`src/rtl/dramc_pkg.sv`:
```
package dramc_pkg;

    typedef enum logic [2:0] {
        ST_IDLE,
        ST_ROW,
        ST_RAS,
        ST_COL,
        ST_CAS,
        ST_RCAS,
        ST_RRAS,
        ST_PRE
    } dramc_state_e;

    localparam int unsigned REF_PERIOD_NS_DEF = 15625;

endpackage

```
`src/rtl/dramc_ref_timer.sv`:
```
module dramc_ref_timer #(
    parameter int unsigned REF_CYC = 781
) (
    input  logic clk,
    input  logic rst_n,
    output logic tick
);
    localparam int unsigned TW = (REF_CYC > 1) ? $clog2(REF_CYC) : 1;

    logic [TW-1:0] cnt_d, cnt_q;

    always_comb begin
        tick  = (cnt_q == TW'(REF_CYC - 1));
        cnt_d = tick ? '0 : cnt_q + 1'b1;
    end

    always_ff @(posedge clk) begin
        if (!rst_n) cnt_q <= '0;
        else        cnt_q <= cnt_d;
    end
endmodule

```
`src/rtl/dramc_ref_pending.sv`:
```
module dramc_ref_pending #(
    parameter int unsigned PEND_W = 4
) (
    input  logic              clk,
    input  logic              rst_n,
    input  logic              inc,
    input  logic              take,
    output logic [PEND_W-1:0] count
);
    logic [PEND_W-1:0] cnt_d, cnt_q;

    always_comb begin
        cnt_d = cnt_q;
        if (inc && !take) begin
            if (cnt_q != '1) cnt_d = cnt_q + 1'b1;
        end else if (take && !inc) begin
            cnt_d = cnt_q - 1'b1;
        end
    end

    always_ff @(posedge clk) begin
        if (!rst_n) cnt_q <= '0;
        else        cnt_q <= cnt_d;
    end

    assign count = cnt_q;
endmodule

```
`src/rtl/dramc_addr_split.sv`:
```
module dramc_addr_split #(
    parameter int unsigned ROW_W = 8,
    parameter int unsigned COL_W = 8,
    parameter int unsigned MUX_W = 8
) (
    input  logic [ROW_W+COL_W-1:0] host_addr,
    output logic [MUX_W-1:0]       row_bus,
    output logic [MUX_W-1:0]       col_bus
);
    localparam int unsigned AW = ROW_W + COL_W;

    generate
        if (ROW_W == MUX_W) begin : g_row_full
            assign row_bus = host_addr[AW-1 -: ROW_W];
        end else begin : g_row_pad
            assign row_bus = {{(MUX_W-ROW_W){1'b0}}, host_addr[AW-1 -: ROW_W]};
        end
        if (COL_W == MUX_W) begin : g_col_full
            assign col_bus = host_addr[COL_W-1:0];
        end else begin : g_col_pad
            assign col_bus = {{(MUX_W-COL_W){1'b0}}, host_addr[COL_W-1:0]};
        end
    endgenerate
endmodule

```
`src/rtl/dramc_top.sv`:
```
module dramc_top
    import dramc_pkg::*;
#(
    parameter int unsigned CLK_MHZ       = 50,
    parameter int unsigned REF_PERIOD_NS = REF_PERIOD_NS_DEF,
    parameter int unsigned ROW_W         = 8,
    parameter int unsigned COL_W         = 8,
    parameter int unsigned DATA_W        = 8,
    parameter int unsigned T_RCD         = 2,
    parameter int unsigned T_CAS         = 2,
    parameter int unsigned T_RP          = 3,
    parameter int unsigned PEND_W        = 4,
    localparam int unsigned ADDR_W       = ROW_W + COL_W,
    localparam int unsigned MUX_W        = (ROW_W > COL_W) ? ROW_W : COL_W
) (
    input  logic              clk,
    input  logic              rst_n,
    input  logic              req,
    input  logic              we,
    input  logic [ADDR_W-1:0] addr,
    input  logic [DATA_W-1:0] wdata,
    output logic              ack,
    output logic [DATA_W-1:0] rdata,
    output logic [MUX_W-1:0]  dram_addr,
    output logic              dram_ras_n,
    output logic              dram_cas_n,
    output logic              dram_we_n,
    output logic [DATA_W-1:0] dram_d,
    input  logic [DATA_W-1:0] dram_q
);
    localparam int unsigned REF_CYC  = (CLK_MHZ * REF_PERIOD_NS) / 1000;
    localparam int unsigned T_REFLOW = T_RCD + T_CAS;
    localparam int unsigned T_MAX0   = (T_RCD > T_CAS) ? T_RCD : T_CAS;
    localparam int unsigned T_MAX1   = (T_MAX0 > T_RP) ? T_MAX0 : T_RP;
    localparam int unsigned T_MAX    = (T_MAX1 > T_REFLOW) ? T_MAX1 : T_REFLOW;
    localparam int unsigned CNT_W    = $clog2(T_MAX + 1);

    typedef struct packed {
        dramc_state_e       state;
        logic [CNT_W-1:0]   cnt;
        logic [MUX_W-1:0]   addr;
        logic               ras_n;
        logic               cas_n;
        logic               we_n;
        logic               ack;
        logic [DATA_W-1:0]  rdata;
        logic [DATA_W-1:0]  wd;
    } regs_t;

    regs_t r_d, r_q;

    logic              ref_tick;
    logic              ref_take;
    logic              pend_any;
    logic [PEND_W-1:0] pend_cnt;
    logic [MUX_W-1:0]  row_bus;
    logic [MUX_W-1:0]  col_bus;

    dramc_ref_timer #(.REF_CYC(REF_CYC)) u_timer (
        .clk   (clk),
        .rst_n (rst_n),
        .tick  (ref_tick)
    );

    dramc_ref_pending #(.PEND_W(PEND_W)) u_pending (
        .clk   (clk),
        .rst_n (rst_n),
        .inc   (ref_tick),
        .take  (ref_take),
        .count (pend_cnt)
    );

    dramc_addr_split #(.ROW_W(ROW_W), .COL_W(COL_W), .MUX_W(MUX_W)) u_split (
        .host_addr (addr),
        .row_bus   (row_bus),
        .col_bus   (col_bus)
    );

    assign pend_any = (pend_cnt != '0);
    assign ref_take = (r_q.state == ST_IDLE) && pend_any;

    always_comb begin
        r_d     = r_q;
        r_d.ack = 1'b0;
        unique case (r_q.state)
            ST_IDLE: begin
                if (pend_any) begin
                    r_d.state = ST_RCAS;
                    r_d.cas_n = 1'b0;
                end else if (req) begin
                    r_d.state = ST_ROW;
                    r_d.addr  = row_bus;
                    r_d.wd    = wdata;
                end
            end
            ST_ROW: begin
                r_d.state = ST_RAS;
                r_d.ras_n = 1'b0;
                r_d.cnt   = CNT_W'(T_RCD - 1);
            end
            ST_RAS: begin
                if (r_q.cnt == '0) begin
                    r_d.state = ST_COL;
                    r_d.addr  = col_bus;
                    r_d.we_n  = ~we;
                end else begin
                    r_d.cnt = r_q.cnt - 1'b1;
                end
            end
            ST_COL: begin
                r_d.state = ST_CAS;
                r_d.cas_n = 1'b0;
                r_d.cnt   = CNT_W'(T_CAS - 1);
            end
            ST_CAS: begin
                if (r_q.cnt == '0) begin
                    r_d.state = ST_PRE;
                    r_d.ras_n = 1'b1;
                    r_d.cas_n = 1'b1;
                    r_d.we_n  = 1'b1;
                    r_d.ack   = 1'b1;
                    if (r_q.we_n) r_d.rdata = dram_q;
                    r_d.cnt   = CNT_W'(T_RP - 1);
                end else begin
                    r_d.cnt = r_q.cnt - 1'b1;
                end
            end
            ST_RCAS: begin
                r_d.state = ST_RRAS;
                r_d.ras_n = 1'b0;
                r_d.cnt   = CNT_W'(T_REFLOW - 1);
            end
            ST_RRAS: begin
                if (r_q.cnt == '0) begin
                    r_d.state = ST_PRE;
                    r_d.ras_n = 1'b1;
                    r_d.cas_n = 1'b1;
                    r_d.cnt   = CNT_W'(T_RP - 1);
                end else begin
                    r_d.cnt = r_q.cnt - 1'b1;
                end
            end
            ST_PRE: begin
                if (r_q.cnt == '0) r_d.state = ST_IDLE;
                else               r_d.cnt   = r_q.cnt - 1'b1;
            end
            default: r_d.state = ST_IDLE;
        endcase
    end

    always_ff @(posedge clk) begin
        if (!rst_n) begin
            r_q.state <= ST_IDLE;
            r_q.cnt   <= '0;
            r_q.addr  <= '0;
            r_q.ras_n <= 1'b1;
            r_q.cas_n <= 1'b1;
            r_q.we_n  <= 1'b1;
            r_q.ack   <= 1'b0;
            r_q.rdata <= '0;
            r_q.wd    <= '0;
        end else begin
            r_q <= r_d;
        end
    end

    assign ack        = r_q.ack;
    assign rdata      = r_q.rdata;
    assign dram_addr  = r_q.addr;
    assign dram_ras_n = r_q.ras_n;
    assign dram_cas_n = r_q.cas_n;
    assign dram_we_n  = r_q.we_n;
    assign dram_d     = r_q.wd;
endmodule

```
`config.mk`:
```
export PLATFORM = sky130hd
export DESIGN_NAME = dramc_top
export DESIGN_NICKNAME = d
export VERILOG_FILES = /design/src/rtl/dramc_pkg.sv /design/src/rtl/dramc_ref_timer.sv /design/src/rtl/dramc_ref_pending.sv /design/src/rtl/dramc_addr_split.sv /design/src/rtl/dramc_top.sv
export SDC_FILE = /design/constraint.sdc
export NUM_CORES = 1
export LEC_CHECK = 0
export BUFFER_PORTS_ARGS = -buffer_cell sky130_fd_sc_hd__clkbuf_2
export CAP_MARGIN = 10
export CORE_MARGIN = 2
export CORE_UTILIZATION = 53
export CTS_CLUSTER_DIAMETER = 100
export DETAILED_ROUTE_END_ITERATION = 10
export PLACE_DENSITY = 0.86
export SLEW_MARGIN = 0
export SYNTH_ARGS = -nofsm -noshare
export SYNTH_HDL_FRONTEND = slang
export SYNTH_SLANG_ARGS = --single-unit
```
`constraint.sdc`:
```
create_clock -name clk -period 2.89 [get_ports clk]
set_input_delay 0.578 -clock clk [delete_from_list [all_inputs] [get_ports clk]]
set_output_delay 0.578 -clock clk [all_outputs]
set_load 0.02 [all_outputs]
```
==> impl_metrics.toml, run 1 <==
[outcome]
run_status = "completed"

[timing]
finalSetupViolations = 0
grt_setup_unrepaired = "false"
relSlewSlack = 0.5141
drv_slew = 0
worstMarginPinSlew_ns = 0.7288
fmax_ghz = 0.4172
fin_worst_skew_ns = 0.003678
finalCritPeriodShare = 0.8295
hold_violations = 0
period_needed_ns = 2.397
whs_ns = 0.4692
finalSetupTns_ns = 0

[yosys]
seq_area_frac_synth = 0.3832
synth_fa_ha_area_frac = 0.04192
synth_ff_type = "dfxtp_1"
synth_top_area_cell = "dfxtp_1"
synth_nets = 323
synth_cell_type_count = 43
synth_top_family_by_area = "simple AND/OR/NAND/NOR gates"
synthTopCellsByCount = "dfxtp_1 (48), nand2_1 (30), buf_4 (25)"
synth.avg_cell_area_sq_um = 8.955
synth_cells = 280
netlist_area_sq_mm = 0.002507
synth_compound_area_frac = 0.1327
async_flop_share = 0
synthSimpleGateAreaFrac = 0.2101
synth_edf_count = 0
synth.most_common_cell = "dfxtp_1"
synthTopCellsByArea = "dfxtp_1 (38%), buf_4 (7.5%), mux2i_1 (6.8%)"
ys_ff_latch = 48
synth_top_area_frac = 0.3832
synth_xor_area_frac = 0.03842
synthMuxAreaShare = 0.07335
yosys_warnings = 0

[layout]
drive_gt1_frac = 0.2532
nNetsFinal = 358
synthToLayoutAreaGrowth_pct = 9.431
diodes = 0

[cts]
numCtsBuffers = 5
cts.sinks = 48
clk_path_buf_depth = 2
worstSkewPairLatency_ns = 0.30
cts.repair.resized = 0
cts-root-buf = "clkbuf_8"
ctsHtreeMaxLevel = 2
clk_pin_slew_worst_paths_ns = 0.08
cts_tree = "done"
post_cts_buffers = 0
cts-hold-fix-buffers = 0

[drt]
drc = 0
routedWlPerCell_microns = 12.25
finalWirelength_microns = 4533
viasPerCell = 5.292
vias = 1958
ant_nets = 0
drt_iter0_drc = 54
firstDrtPassIters = 4

[power]
power_frac_clock = 0.156
seqPwrFrac = 0.385
powerDensity_mw_per_mm2 = 946.7
p_leak_uw = 0.001307
peakVddDrop_v = 0.0005161
p_int_uw = 1538
p_switching_uw = 1059
switching_share = 0.4078
comb_power_share = 0.459

[setup_path]
worst-path-max-fanout = 6
endpoint_kind = "flop"
start_kind = "flop"
critPathMaxStageDelay_ns = 0.58
slowest_stage = "or4_1"
regToRegSetupSlack_ns = 0.49
crit_required_ns = 3.12
path_class = "reg -> reg"
arrival_ns = 2.63
cpMostUsedCell = "nand2_1"
worstPathCellList = "or4_1, nand3_2, nand2_1, ha_1, a21oi_1, nand2_1, a41oi_1, mux2i_1"

[placed_design]
portBuffers = 63
place.gp.congestion = 0.8629
dpl.hpwl_microns = 3204

[grt]
grt_antenna_before_repair = 0
grt_pass1_vias = 1795
grt_pass1_wl_microns = 7383
grt.overflow.total = 0
grt_max_degree = 43
grt_usage = 0.1757

[job]
cap_violations = 0

[die]
core_region_area_sq_mm = 0.004629
pin_count = 64
die_h_microns = 72.78
dieArea_sq_mm = 0.005297
rows = 25
initial_utilization = 0.5416
die_x_microns = 72.78

[hold_path]
hold_class = "reg -> reg"
-- layer usage --
| metal | part of all wire | wire (microns) | track usage | up-vias |
|---|---|---|---|---|
| met5 | 0 | 0 | 0 | - |
| met4 | 0.013 | 57 | 0.06379 | 0 |
| met3 | 0.066 | 297 | 0.05525 | 6 |
| met2 | 0.46 | 2100 | 0.3030 | 71 |
| met1 | 0.46 | 2078 | 0.2041 | 875 |
| li1 | - | - | - | 1006 |
-- critical path, delay by kind of cell, from the launching register on --
family,cells,cell delay [ns]
AND/OR/NAND/NOR,4,0.93
AO/OA/AOI/OAI,2,0.43
flip-flops,1,0.40
adder cells (fa/ha/maj),1,0.36
multiplexers,1,0.21
-- logic make-up (layout without fill, tap and decap cells) --
logic type      after synthesis  count (layout)
compound gates               47              47
xor+xnor                     11              11
fa+ha+maj                     8               8
buf+inv                      47              83
flops                        48              48
mux                          18              18
simple gates                101             101
-- path summary, 6_finish.rpt --
path | start | cells past startpoint | to
max | u_pending.count[0] | 8 | u_pending.count[3]
min | rdata[2] | 2 | rdata[2]
max reg2reg | u_pending.count[0] | 8 | u_pending.count[3]
min reg2reg | rdata[2] | 2 | rdata[2]
-- area by class of cell --
| cell class | instances | area (sq um) |
|---|---|---|
| repair buffers | 67 | 345.3 |
| inverters | 8 | 30.03 |
| flip-flops and latches | 48 | 960.9 |
| well taps | 54 | 67.56 |
| multi-input cells | 185 | 1250 |
| clock buffers | 8 | 90.09 |
| fillers | 419 | 1886 |
-- state kept, by name, summed over array words and instances, names as in the netlist --
name             count
dram_we_n            1
u_pending.count      4
dram_addr            8
ack                  1
r_q                  6
u_timer.cnt_q       10
dram_d               8
dram_cas_n           1
dram_ras_n           1
rdata                8
-- metrics by stage --
stage	util	area (sq um)	worst slack (ns)	cells	total power [uW]
after floorplan	-	2507	0.7371	280	2068
after global placement	0.5732	2654	0.6650	362	2165
after detailed placement	0.5732	2654	0.5566	362	2207
after CTS	0.5927	2744	0.4947	370	2619
after global routing	0.5927	2744	0.3829	370	2792
final	0.5927	2744	0.4928	370	2598
-- layout by cell type (no fill, tap or decap), drive strengths merged, types with 5 or more instances in the layout --
cell,instances
xor2,9
and2,5
o21ai,12
ha,6
nand3,19
clkbuf,71
and3,5
a21oi,8
nor2b,11
nor2,15
o211a,8
inv,8
mux2i,18
nand2,30
dfxtp,48
a21boi,11
-- power groups by stage --
stage	combinational (uW)	sequential [uW]	clock, uW
global placement	1160	1000	0
detailed placement	1190	1010	0
finish	1190	1000	405
global route	1320	1030	450
CTS	1200	999	420
floorplan	1100	973	0
(Power assumes the default switching activity.)
==> run 2, diff against run 1 <==
==> constraint.sdc (replaced) <==
create_clock -name clk -period 2.25 [get_ports clk]
set_input_delay 0.45 -clock clk [delete_from_list [all_inputs] [get_ports clk]]
set_output_delay 0.45 -clock clk [all_outputs]
set_load 0.02 [all_outputs]
==> impl_metrics.toml, run 2 (synthesized netlist as in run 1, its figures left out) <==
[outcome]
run_status = "completed"

[job]
cap_violations = 0

[setup_path]
crit_family = "simple AND/OR/NAND/NOR gates"
crit_required_ns = 2.48
crit_cells = 8
endpoint_kind = "flop"
start_kind = "flop"
critPathMaxStageDelay_ns = 0.51
worst-path-buf-inv = 0
slowest_stage = "or4_4"
cpMostUsedCell = "nand2_1"
worstPathCellList = "or4_4, nand3_2, nand2_1, ha_1, a21oi_1, nand2_1, a41oi_2, mux2i_1"
r2r_cells = 8
path_class = "reg -> reg"
worst-path-max-fanout = 5
arrival_ns = 2.38

[cts]
post_cts_buffers = 0
cts.sinks = 48
cts_tree = "done"
clk_path_buf_depth = 2
worstSkewPairLatency_ns = 0.30
cts-root-buf = "clkbuf_8"
numCtsBuffers = 5
clk_pin_slew_worst_paths_ns = 0.08
ctsHtreeMaxLevel = 2

[layout]
final_cell_mix = "clkbuf_2 (63), dfxtp_1 (48), nand2_1 (30)"
nNetsFinal = 371
multiInputGateArea_sq_mm = 0.001266
seq_area_sq_um = 960.9
drive_gt1_frac = 0.2979
fillers = 405
layout_commonest_cell = "clkbuf_2"
largest_register_ffs = 10
synthToLayoutAreaGrowth_pct = 14.07
regMostFlops = "u_timer.cnt_q"
diodes = 0

[placed_design]
place.gp.congestion = 0.8127
dpl.hpwl_microns = 3528
portBuffers = 63
place_ws_ns = 0.07926

[grt]
grt_max_degree = 20
grt_usage = 0.1846
grt_antenna_before_repair = 0
grt.overflow.total = 0
grt_pass1_vias = 1844
grt_pass1_wl_microns = 7921

[timing]
relSlewSlack = 0.7447
hold_violations = 0
worstMarginPinSlew_ns = 0.3829
fmax_ghz = 0.4638
finalSetupTns_ns = 0
fin_worst_skew_ns = 0.004404
setup_ws_ns = 0.09394
period_needed_ns = 2.156
finalCritPeriodShare = 0.9583
grt_setup_unrepaired = "false"
drv_slew = 0
finalSetupViolations = 0

[drt]
routedWlPerCell_microns = 12.15
drt_iter0_drc = 75
ant_nets = 0
viasPerCell = 5.303
drc = 0
finalWirelength_microns = 4652
vias = 2031
firstDrtPassIters = 4

[power]
p_leak_uw = 0.001378
powerDensity_mw_per_mm2 = 1212
peakVddDrop_v = 0.0007491

[die]
core_region_area_sq_mm = 0.004629
dieArea_sq_mm = 0.005297
die_h_microns = 72.78
die_x_microns = 72.78
rows = 25
pin_count = 64
initial_utilization = 0.5416

[hold_path]
min_path_cells = 2
hold_class = "in -> reg"
[run 2: layout make-up]
cell class,count,area share
repair buffers,80,0.1549
multi-input cells,185,0.4427
clock inverters,2,0.003500
flip-flops and latches,48,0.3360
well taps,54,0.02362
inverters,8,0.01050
clock buffers,6,0.02887
[run 2: metal layers]
| layer | part of all wire | global-route usage |
|---|---|---|
| met1 | 0.44 | 0.2271 |
| met2 | 0.48 | 0.3172 |
| met3 | 0.070 | 0.05110 |
| met4 | 0.0073 | 0.04938 |
| met5 | 0 | 0 |
[run 2: path summary, 6_finish.rpt]
| kind | start | end | slack (ns) |
|---|---|---|---|
| worst max register to register | u_pending.count[2] | u_pending.count[3] | 0.09 |
| worst min-delay path | we | dram_we_n | 0.39 |
| worst min register to register | rdata[2] | rdata[2] | 0.46 |
| worst max-delay path | u_pending.count[2] | u_pending.count[3] | 0.09 |
[run 2: stage by stage]
stage,instances,utilization,total power (uW),hold WS [ns],instance area (sq um)
2_1_floorplan,280,-,2656,0.4435,2507
3_3_place_gp,375,0.5943,2882,0.4486,2751
3_5_place_dp,375,0.5943,2945,0.4558,2751
4_1_cts,383,0.6143,3473,0.3810,2844
5_1_grt,383,0.6178,3732,0.3952,2860
6_report,383,0.6178,3468,0.3909,2860
[run 2: worst reg2reg max path: cells and delay by family, from the launching register on]
kind,cells,cell delay [ns]
AOI/OAI and AO/OA,2,0.35
adders and majority gates,1,0.34
DFF,1,0.38
and+or+nand+nor,4,0.82
muxes,1,0.20
[run 2: repair_timing]
item,CTS,global route
gates resized for setup,0,3
setup endpoints to repair,0,1
hold buffers,0,0
[run 2: report_power, final]
part | switching [uW] | total (uW) | internal (uW)
Clock | 271 | 516 | 245
Sequential | 150 | 1230 | 1080
Combinational | 977 | 1720 | 744
